[src/rtl/errsyn_pkg.sv]
package errsyn_pkg;

  localparam int REG_W  = 64;
  localparam int CODE_W = 8;
  localparam int LOW_W  = 32;
  localparam int HI_W   = REG_W - LOW_W;
  localparam int RSV_W  = 4;

  // bit positions inside the software-visible word
  localparam int P_AV  = 31;
  localparam int P_V   = 30;
  localparam int P_UE  = 29;
  localparam int P_ER  = 28;
  localparam int P_OF  = 27;
  localparam int P_MV  = 26;
  localparam int P_CE  = 24;
  localparam int P_DE  = 23;
  localparam int P_PN  = 22;
  localparam int P_UT  = 20;
  localparam int P_SEC = 8;
  localparam int P_PRI = 0;

  typedef enum logic [1:0] {
    CLS_NONE = 2'b00,
    CLS_CE   = 2'b01,
    CLS_DE   = 2'b10,
    CLS_UE   = 2'b11
  } err_cls_e;

  typedef struct packed {
    logic              av;
    logic              v;
    logic              ue;
    logic              er;
    logic              of;
    logic              mv;
    logic [1:0]        ce;
    logic              de;
    logic              pn;
    logic [1:0]        ut;
    logic [CODE_W-1:0] sec;
    logic [CODE_W-1:0] pri;
  } stat_t;

  typedef struct packed {
    err_cls_e          cls;
    logic [1:0]        kind;
    logic [1:0]        ut;
    logic              pn;
    logic              er;
    logic              av;
    logic              mv;
    logic [CODE_W-1:0] pri;
    logic [CODE_W-1:0] sec;
  } evt_t;

  // rank of the most severe class currently held: 3 ue, 2 de, 1 ce, 0 none
  function automatic logic [1:0] held_rank(input stat_t s);
    if (s.ue)            return 2'd3;
    else if (s.de)       return 2'd2;
    else if (s.ce != 0)  return 2'd1;
    else                 return 2'd0;
  endfunction

  // rank of an incoming class is its own encoding
  function automatic logic [1:0] cls_rank(input err_cls_e c);
    return logic'(c[1]) ? {1'b1, c[0]} : {1'b0, c[0]};
  endfunction

  // corrected kind to field value; unknown kind maps to plain corrected
  function automatic logic [1:0] ce_code(input logic [1:0] kind);
    return (kind == 2'b00) ? 2'b10 : kind;
  endfunction

  function automatic logic [REG_W-1:0] pack_word(input stat_t s);
    return {{HI_W{1'b0}}, s.av, s.v, s.ue, s.er, s.of, s.mv, s.ce,
            s.de, s.pn, s.ut, {RSV_W{1'b0}}, s.sec, s.pri};
  endfunction

endpackage

[src/rtl/errsyn_swwrite.sv]
module errsyn_swwrite
  import errsyn_pkg::*;
(
  input  stat_t            cur,
  input  logic             wr_en,
  input  logic [REG_W-1:0] wdata,
  output stat_t            nxt,
  output logic             ue_clr,
  output logic             de_clr,
  output logic             ce_clr,
  output logic             hp_clr,
  output logic             v_ok
);

  logic class_open;
  logic unused_wbits;

  assign unused_wbits = ^{wdata[REG_W-1:LOW_W], wdata[P_UT-1:P_SEC+CODE_W]};

  // class fields accept a clear only while overflow is 0 or being cleared
  assign class_open = !cur.of || wdata[P_OF];

  always_comb begin
    ue_clr = wr_en && wdata[P_UE] && cur.ue && class_open;
    de_clr = wr_en && wdata[P_DE] && cur.de && class_open;
    ce_clr = wr_en && (&wdata[P_CE +: 2]) && (cur.ce != 2'b00) && class_open;
  end

  // the most severe nonzero class guards the syndrome fields
  always_comb begin
    if (cur.ue)            hp_clr = ue_clr;
    else if (cur.de)       hp_clr = de_clr;
    else if (cur.ce != 0)  hp_clr = ce_clr;
    else                   hp_clr = wr_en;
  end

  // valid may only drop once every nonzero class field drops with it
  assign v_ok = (!cur.ue || ue_clr) && (!cur.de || de_clr) &&
                ((cur.ce == 2'b00) || ce_clr);

  always_comb begin
    nxt = cur;
    if (wr_en) begin
      if (wdata[P_OF]) nxt.of = 1'b0;
      if (ue_clr)      nxt.ue = 1'b0;
      if (de_clr)      nxt.de = 1'b0;
      if (ce_clr)      nxt.ce = 2'b00;
      if (wdata[P_V] && v_ok) nxt.v = 1'b0;
      if (hp_clr) begin
        if (wdata[P_AV]) nxt.av = 1'b0;
        if (wdata[P_MV]) nxt.mv = 1'b0;
        if (wdata[P_ER]) nxt.er = 1'b0;
        if (wdata[P_PN]) nxt.pn = 1'b0;
        if (&wdata[P_UT +: 2]) nxt.ut = 2'b00;
        nxt.sec = wdata[P_SEC +: CODE_W];
        nxt.pri = wdata[P_PRI +: CODE_W];
      end
    end
  end

endmodule

[src/rtl/errsyn_capture.sv]
module errsyn_capture
  import errsyn_pkg::*;
(
  input  stat_t mid,
  input  logic  fire,
  input  evt_t  evt,
  output stat_t nxt,
  output logic  ovf_hit,
  output logic  take
);

  logic [1:0] rank_now;
  logic [1:0] rank_new;
  logic       is_ue;
  logic       is_de;
  logic       is_ce;

  assign rank_now = held_rank(mid);
  assign rank_new = cls_rank(evt.cls);
  assign is_ue    = fire && (evt.cls == CLS_UE);
  assign is_de    = fire && (evt.cls == CLS_DE);
  assign is_ce    = fire && (evt.cls == CLS_CE);

  assign ovf_hit = (is_ue && mid.ue) ||
                   (is_de && !mid.ue && mid.de) ||
                   (is_ce && !mid.ue && !mid.de && (mid.ce != 2'b00));

  assign take = fire && (rank_new >= rank_now);

  always_comb begin
    nxt = mid;
    if (fire) begin
      nxt.v = 1'b1;
      if (is_ue) nxt.ue = 1'b1;
      if (is_de) nxt.de = 1'b1;
      if (is_ce) nxt.ce = ce_code(evt.kind);
      if (ovf_hit) nxt.of = 1'b1;
      if (take) begin
        nxt.pri = evt.pri;
        nxt.sec = evt.sec;
        nxt.av  = evt.av;
        nxt.mv  = evt.mv;
        nxt.er  = evt.er;
        nxt.pn  = is_ce ? 1'b0 : evt.pn;
        nxt.ut  = is_ue ? evt.ut : 2'b00;
      end
    end
  end

endmodule

[src/rtl/err_syndrome_reg.sv]
module err_syndrome_reg
  import errsyn_pkg::*;
(
  input  logic              clk,
  input  logic              rst_n,
  input  logic              sw_wr,
  input  logic [REG_W-1:0]  sw_wdata,
  output logic [REG_W-1:0]  sw_rdata,
  input  logic              err_valid,
  input  logic [1:0]        err_class,
  input  logic [1:0]        err_ce_kind,
  input  logic [1:0]        err_ut,
  input  logic              err_poison,
  input  logic              err_reported,
  input  logic              err_addr_ok,
  input  logic              err_info_ok,
  input  logic [CODE_W-1:0] err_primary,
  input  logic [CODE_W-1:0] err_secondary
);

  stat_t q;
  stat_t mid;
  stat_t nxt;
  evt_t  evt;
  logic  evt_fire;
  logic  ue_clr, de_clr, ce_clr, hp_clr, v_ok;
  logic  ovf_hit, take;

  assign evt = '{cls:  err_cls_e'(err_class),
                 kind: err_ce_kind,
                 ut:   err_ut,
                 pn:   err_poison,
                 er:   err_reported,
                 av:   err_addr_ok,
                 mv:   err_info_ok,
                 pri:  err_primary,
                 sec:  err_secondary};

  assign evt_fire = err_valid && (err_class != CLS_NONE);

  // software write first, then the report lands on the result
  errsyn_swwrite u_wr (
    .cur    (q),
    .wr_en  (sw_wr),
    .wdata  (sw_wdata),
    .nxt    (mid),
    .ue_clr (ue_clr),
    .de_clr (de_clr),
    .ce_clr (ce_clr),
    .hp_clr (hp_clr),
    .v_ok   (v_ok)
  );

  errsyn_capture u_cap (
    .mid     (mid),
    .fire    (evt_fire),
    .evt     (evt),
    .nxt     (nxt),
    .ovf_hit (ovf_hit),
    .take    (take)
  );

  always_ff @(posedge clk or negedge rst_n) begin
    if (!rst_n) q <= '0;
    else        q <= nxt;
  end

  assign sw_rdata = pack_word(q);

  a_r10_valid_set: assert property (@(posedge clk) disable iff (!rst_n)
    evt_fire |=> q.v);

  a_r5_ue_overflow: assert property (@(posedge clk) disable iff (!rst_n)
    (evt_fire && err_class == CLS_UE && mid.ue) |=> q.of);

  a_r6_class_locked: assert property (@(posedge clk) disable iff (!rst_n)
    (sw_wr && q.of && !sw_wdata[P_OF] && !evt_fire) |=>
      (q.ue == $past(q.ue) && q.de == $past(q.de) && q.ce == $past(q.ce)));

  a_r9_low_keeps_codes: assert property (@(posedge clk) disable iff (!rst_n)
    (evt_fire && !take) |=>
      (q.pri == $past(mid.pri) && q.sec == $past(mid.sec)));

  a_r4_ce_default: assert property (@(posedge clk) disable iff (!rst_n)
    (evt_fire && err_class == CLS_CE && err_ce_kind == 2'b00) |=> q.ce == 2'b10);

  a_r3_zero_flags: assert property (@(posedge clk) disable iff (!rst_n)
    (sw_wr && sw_wdata[LOW_W-1:P_UT] == '0 && !evt_fire) |=>
      ({q.av, q.v, q.ue, q.er, q.of, q.mv, q.ce, q.de, q.pn, q.ut} ==
       $past({q.av, q.v, q.ue, q.er, q.of, q.mv, q.ce, q.de, q.pn, q.ut})));

  a_r7_valid_guard: assert property (@(posedge clk) disable iff (!rst_n)
    (sw_wr && q.ue && !ue_clr && !evt_fire) |=> q.v == $past(q.v));

endmodule

[config.mk]
export PLATFORM = sky130hd
export DESIGN_NAME = err_syndrome_reg
export DESIGN_NICKNAME = d
export VERILOG_FILES = /design/src/rtl/errsyn_pkg.sv /design/src/rtl/errsyn_swwrite.sv /design/src/rtl/errsyn_capture.sv /design/src/rtl/err_syndrome_reg.sv
export SDC_FILE = /design/constraint.sdc
export NUM_CORES = 1
export LEC_CHECK = 0
export BUFFER_PORTS_ARGS = -buffer_cell sky130_fd_sc_hd__buf_2
export CORE_MARGIN = 2
export CORE_UTILIZATION = 36
export CTS_CLUSTER_DIAMETER = 200
export CTS_CLUSTER_SIZE = 10
export DETAILED_ROUTE_END_ITERATION = 12
export PLACE_DENSITY = 0.8
export SYNTH_ARGS = -nofsm -noshare
export SYNTH_HDL_FRONTEND = slang
export SYNTH_HIERARCHICAL = 1
export SYNTH_SLANG_ARGS = --single-unit
[constraint.sdc]
create_clock -name clk -period 2.6 [get_ports clk]
set_clock_uncertainty 0.1 [all_clocks]
set_input_delay 0.26 -clock clk [delete_from_list [all_inputs] [get_ports clk]]
set_output_delay 0.26 -clock clk [all_outputs]
set_load 0.01 [all_outputs]
* Yosys cells after proc, flatten, opt, wreduce, memory -nomap -nowiden
Cells that the tools add are included.
Cells by class: order comparisons 1, eq/ne operators 3, multiplexer cells 34, reductions and logical operators 44
Operators by type and width (count):
- 28-bit two-way mux | 2
- 19-bit two-way mux | 2
- 1-bit logical AND | 23
- 1-bit two-way mux | 22
- 2-bit two-way mux | 8
- 2-bit nonzero test | 5
- 1-bit logical OR | 6
- 2-bit AND reduction | 3
- 1-bit zero test | 5
- 2-bit equality test, second input constant | 2
- 2-bit zero test | 2
- 2-bit by 1-bit equality test with 1-bit output, second input constant | 1
- 2-bit >= comparator | 1
Word-level totals: bits in registers 28, input port bits 94, word-level logic and storage cells 94

* Longest topological paths before layout
depth after elaboration 17, depth in mapped cells 11

* By module
Netlist, hierarchy kept.
Modules (own cells, without submodules):
- err_syndrome_reg | times used 1, cells each 66, area each 982.2 um2, sequential area each 700.7 um2
- errsyn_capture | times used 1, cells each 54, area each 540.5 um2, sequential area each 0.0 um2
- errsyn_swwrite | times used 1, cells each 45, area each 441.7 um2, sequential area each 0.0 um2

* Worst setup path after synthesis
No wires, ideal clock.
path type reg-to-reg, start point register q, in the netlist sw_rdata[27], end point register q, in the netlist sw_rdata[0], setup time 125 ps, data arrival time 2359 ps, data required time 2375 ps, path slack 16 ps, stages on the path, launching flop included 11, buffers on the path 1, path through dfrtp_1 nand2b_4 and2_4 a21boi_0 o21bai_1 nand2b_1 ha_1 nor3b_4 nor2_2 buf_6 mux2_4
RTL lines:
- start: declaration | line err_syndrome_reg.sv:21 | stat_t q;
- start signal: assignment | line err_syndrome_reg.sv:65 | else q <= nxt;

==> impl_table.tex <==
\begin{tabular}{lr}
\hline
Metric & Value \\
\hline
\multicolumn{2}{l}{\textbf{Min path}} \\
End point of the worst hold path & sw\_rdata[13] \\
Instance count along the most critical hold path & 2 \\
Hold path startpoint & err\_secondary[5] \\
Type of the tightest min-delay check & primary input to flip-flop \\
\multicolumn{2}{l}{\textbf{Final layout}} \\
Syn-to-layout area delta & 30.40\% \\
Filler Cell Count & 487 \\
Flip-flop count of the largest register after layout & 28 \\
Number of antenna cells inserted & 0 \\
Fraction of final layout cells with drive strength greater than 1 & 0.6000 \\
FF/Latch Area & 700.7 µm² \\
Multi-input gate area in the final layout & 0.001099 mm² \\
Finished Layout Cells & 330 \\
Number of nets in the finished design & 357 \\
Core Util, Final & 0.4908 \\
\multicolumn{2}{l}{\textbf{Worst setup path}} \\
Reg-to-Reg End & sw\_rdata[0] \\
Arrival time of data at the critical path endpoint & 2.55 ns \\
Setup Crit Path Kind & flip-flop to flip-flop \\
R2r setup slk & 0.11 ns \\
Worst Reg-to-Reg Cells & 12 \\
Data required, critical path & 2.66 ns \\
Max FO, Critical Path & 10 \\
Dominant delay contributor by cell family on the critical path & simple AND/OR/NAND/NOR gates \\
Endpoint class of the critical path & flip-flop \\
Cell-by-cell listing of the critical path & nand2b\_4 > and2\_4 > buf\_4 > nand3\_2 > and2\_4 > o21bai\_4 > nand2b\_1 > ha\_4 > nor3b\_4 > nor2\_4 > buf\_12 > mux2\_4 \\
Critical-path top delay cell & dfrtp\_1 \\
Origin of the critical flop-to-flop path & sw\_rdata[27] \\
Largest stage delay, worst path & 0.43 ns \\
Crit path buf inv count & 2 \\
CP Launch Type & flip-flop \\
Most frequent cell on the critical path & and2\_4 \\
\multicolumn{2}{l}{\textbf{Route}} \\
WL final & 4277 µm \\
Detailed-routing iteration count for the pre-antenna-repair pass & 3 \\
DRC violation total after the first TritonRoute iteration & 24 \\
Via count & 1465 \\
Via density & 4.439 \\
Post-DRT Antenna Nets & 0 \\
Detailed-route wire length per cell & 12.96 µm \\
DRC violations left & 0 \\
\multicolumn{2}{l}{\textbf{Clock network}} \\
Source-to-sink clock delay at the later pin of the worst-skew pair & 0.27 ns \\
TritonCTS Buffers & 3 \\
Maximum clock path buffer count & 2 \\
CTS Root Cell & clkbuf\_8 \\
Number of levels the H-tree was split into & 1 \\
Clock input transition at the sequential cells of the worst setup and hold paths & 0.10 ns \\
Clk sink count & 28 \\
Clock tree from TritonCTS & yes \\
\multicolumn{2}{l}{\textbf{GRT}} \\
Grt total ovfl & 0 \\
Via count of the first global-routing pass & 1459 \\
Antenna violations before repair & 0 \\
Maximum number of pins on one net before global-route repair & 29 \\
Combined global-route utilization of all metal layers & 0.1428 \\
Wire length of the first global-routing pass & 6975 µm \\
\multicolumn{2}{l}{\textbf{STA}} \\
Count of final setup violators & 0 \\
Achievable frequency & 402.2 MHz \\
Fraction of the cycle the final worst path needs & 0.9563 \\
Final setup slack of the worst path & 0.1136 ns \\
Hold Violations, Final & 0 \\
Final Critical Period & 2.486 ns \\
RSZ-0062 raised after global routing & false \\
Final max-slew violation count & 0 \\
Smallest hold slack & 0.1136 ns \\
Headroom to the max-slew limit & 0.5688 \\
Worst Max-Slew Pin Slew & 0.6468 ns \\
\multicolumn{2}{l}{\textbf{Floorplan}} \\
Number of primary I/O pins & 158 \\
Die H & 77.54 µm \\
Initial standard-cell utilization of the core & 0.3764 \\
Num rows & 26 \\
Die Footprint & 0.006012 mm² \\
Std-Cell Core Area & 0.005172 mm² \\
Horizontal die dimension & 77.54 µm \\
\multicolumn{2}{l}{\textbf{Logic synthesis}} \\
Gate count after technology mapping & 162 \\
Syn Std Cell Area & 0.001947 mm² \\
Number of warnings issued by yosys & 6 \\
Synthesized area per cell & 12.02 µm² \\
\multicolumn{2}{l}{\textbf{Pwr}} \\
Pleak & 1.323 nW \\
Total Power Consumption & 1.938 mW \\
Worst voltage drop across the vdd grid & 0.0003767 V \\
Pwr/cell area & 763.6 mW/mm² \\
\multicolumn{2}{l}{\textbf{Placement}} \\
RePlAce Congestion & 0.8045 \\
Post-DP HPWL & 3186 µm \\
Post-placement setup slack & -0.1159 ns \\
Post-Place Cells & 319 \\
I/O Buffers & 85 \\
\multicolumn{2}{l}{\textbf{Run}} \\
Max capacitance violation total & 0 \\
\multicolumn{2}{l}{\textbf{Status}} \\
Outcome & completed \\
\hline
\end{tabular}
[final cells by class]
type,instances,share of cell area
repair buffers,98,0.2218
clock buffers,3,0.01626
multi-input cells,126,0.4327
flip-flops and latches,28,0.2760
inverters,4,0.006900
well taps,70,0.03450
clock inverters,1,0.01183
[where the power goes]
| part | switching [mW] | internal, mW | total [mW] |
|---|---|---|---|
| clock network | 0.134 | 0.206 | 0.340 |
| logic | 0.390 | 0.559 | 0.949 |
| registers | 0.0728 | 0.576 | 0.649 |
[worst max-delay path by stage]
stage | endpoint | from | cells after the start
2_1_floorplan | sw_rdata[0] | sw_rdata[27] | 10
3_3_place_gp | sw_rdata[2] | sw_wdata[27] | 7
3_5_place_dp | sw_rdata[5] | sw_wdata[27] | 7
4_1_cts | sw_rdata[11] | sw_rdata[27] | 12
5_1_grt | sw_rdata[14] | sw_rdata[27] | 12
6_report | sw_rdata[0] | sw_rdata[27] | 12
[layer usage]
metal / global-route usage / up-vias / part of all wire
met5: 0 / - / 0
met4: 0.03393 / 0 / 0.0061
met3: 0.02907 / 4 / 0.073
met2: 0.2426 / 70 / 0.50
met1: 0.1865 / 697 / 0.42
li1: - / 694 / -
[worst reg2reg max path: stages (launching register included)]
cell and delay [ns]:
dfrtp_1 0.43, nand2b_4 0.09, and2_4 0.16, buf_4 0.12, nand3_2 0.08, and2_4 0.16, o21bai_4 0.14, nand2b_1 0.10
ha_4 0.23, nor3b_4 0.25, nor2_4 0.07, buf_12 0.16, mux2_4 0.30
[what timing repair did]
action	CTS	global route
hold endpoints to repair	28	0
gates cloned	0	0
hold buffers	1	0
resized for setup	2	8
setup buffers	4	2
pin swaps	3	4
setup endpoints to repair	19	19
[stage by stage]
step / setup TNS (ns) / cell area, µm²
after floorplan: 0 / 2078
after global placement: -0.6916 / 2354
after detailed placement: -1.388 / 2354
after CTS: 0 / 2495
after global routing: 0 / 2539
final: 0 / 2539
[cells in the final DEF (no fill, tap or decap), drive strengths merged, types with 3 or more instances in the layout]
| cell | count |
|---|---|
| clkbuf | 3 |
| o21a | 3 |
| dfrtp | 28 |
| conb | 36 |
| o21bai | 3 |
| nand2 | 5 |
| buf | 97 |
| a31oi | 3 |
| nor2 | 3 |
| o21ai | 5 |
| inv | 4 |
| o31ai | 3 |
| mux2 | 36 |
| a21boi | 7 |
| and2 | 3 |
Note: power is estimated with default switching activity, not from simulation.
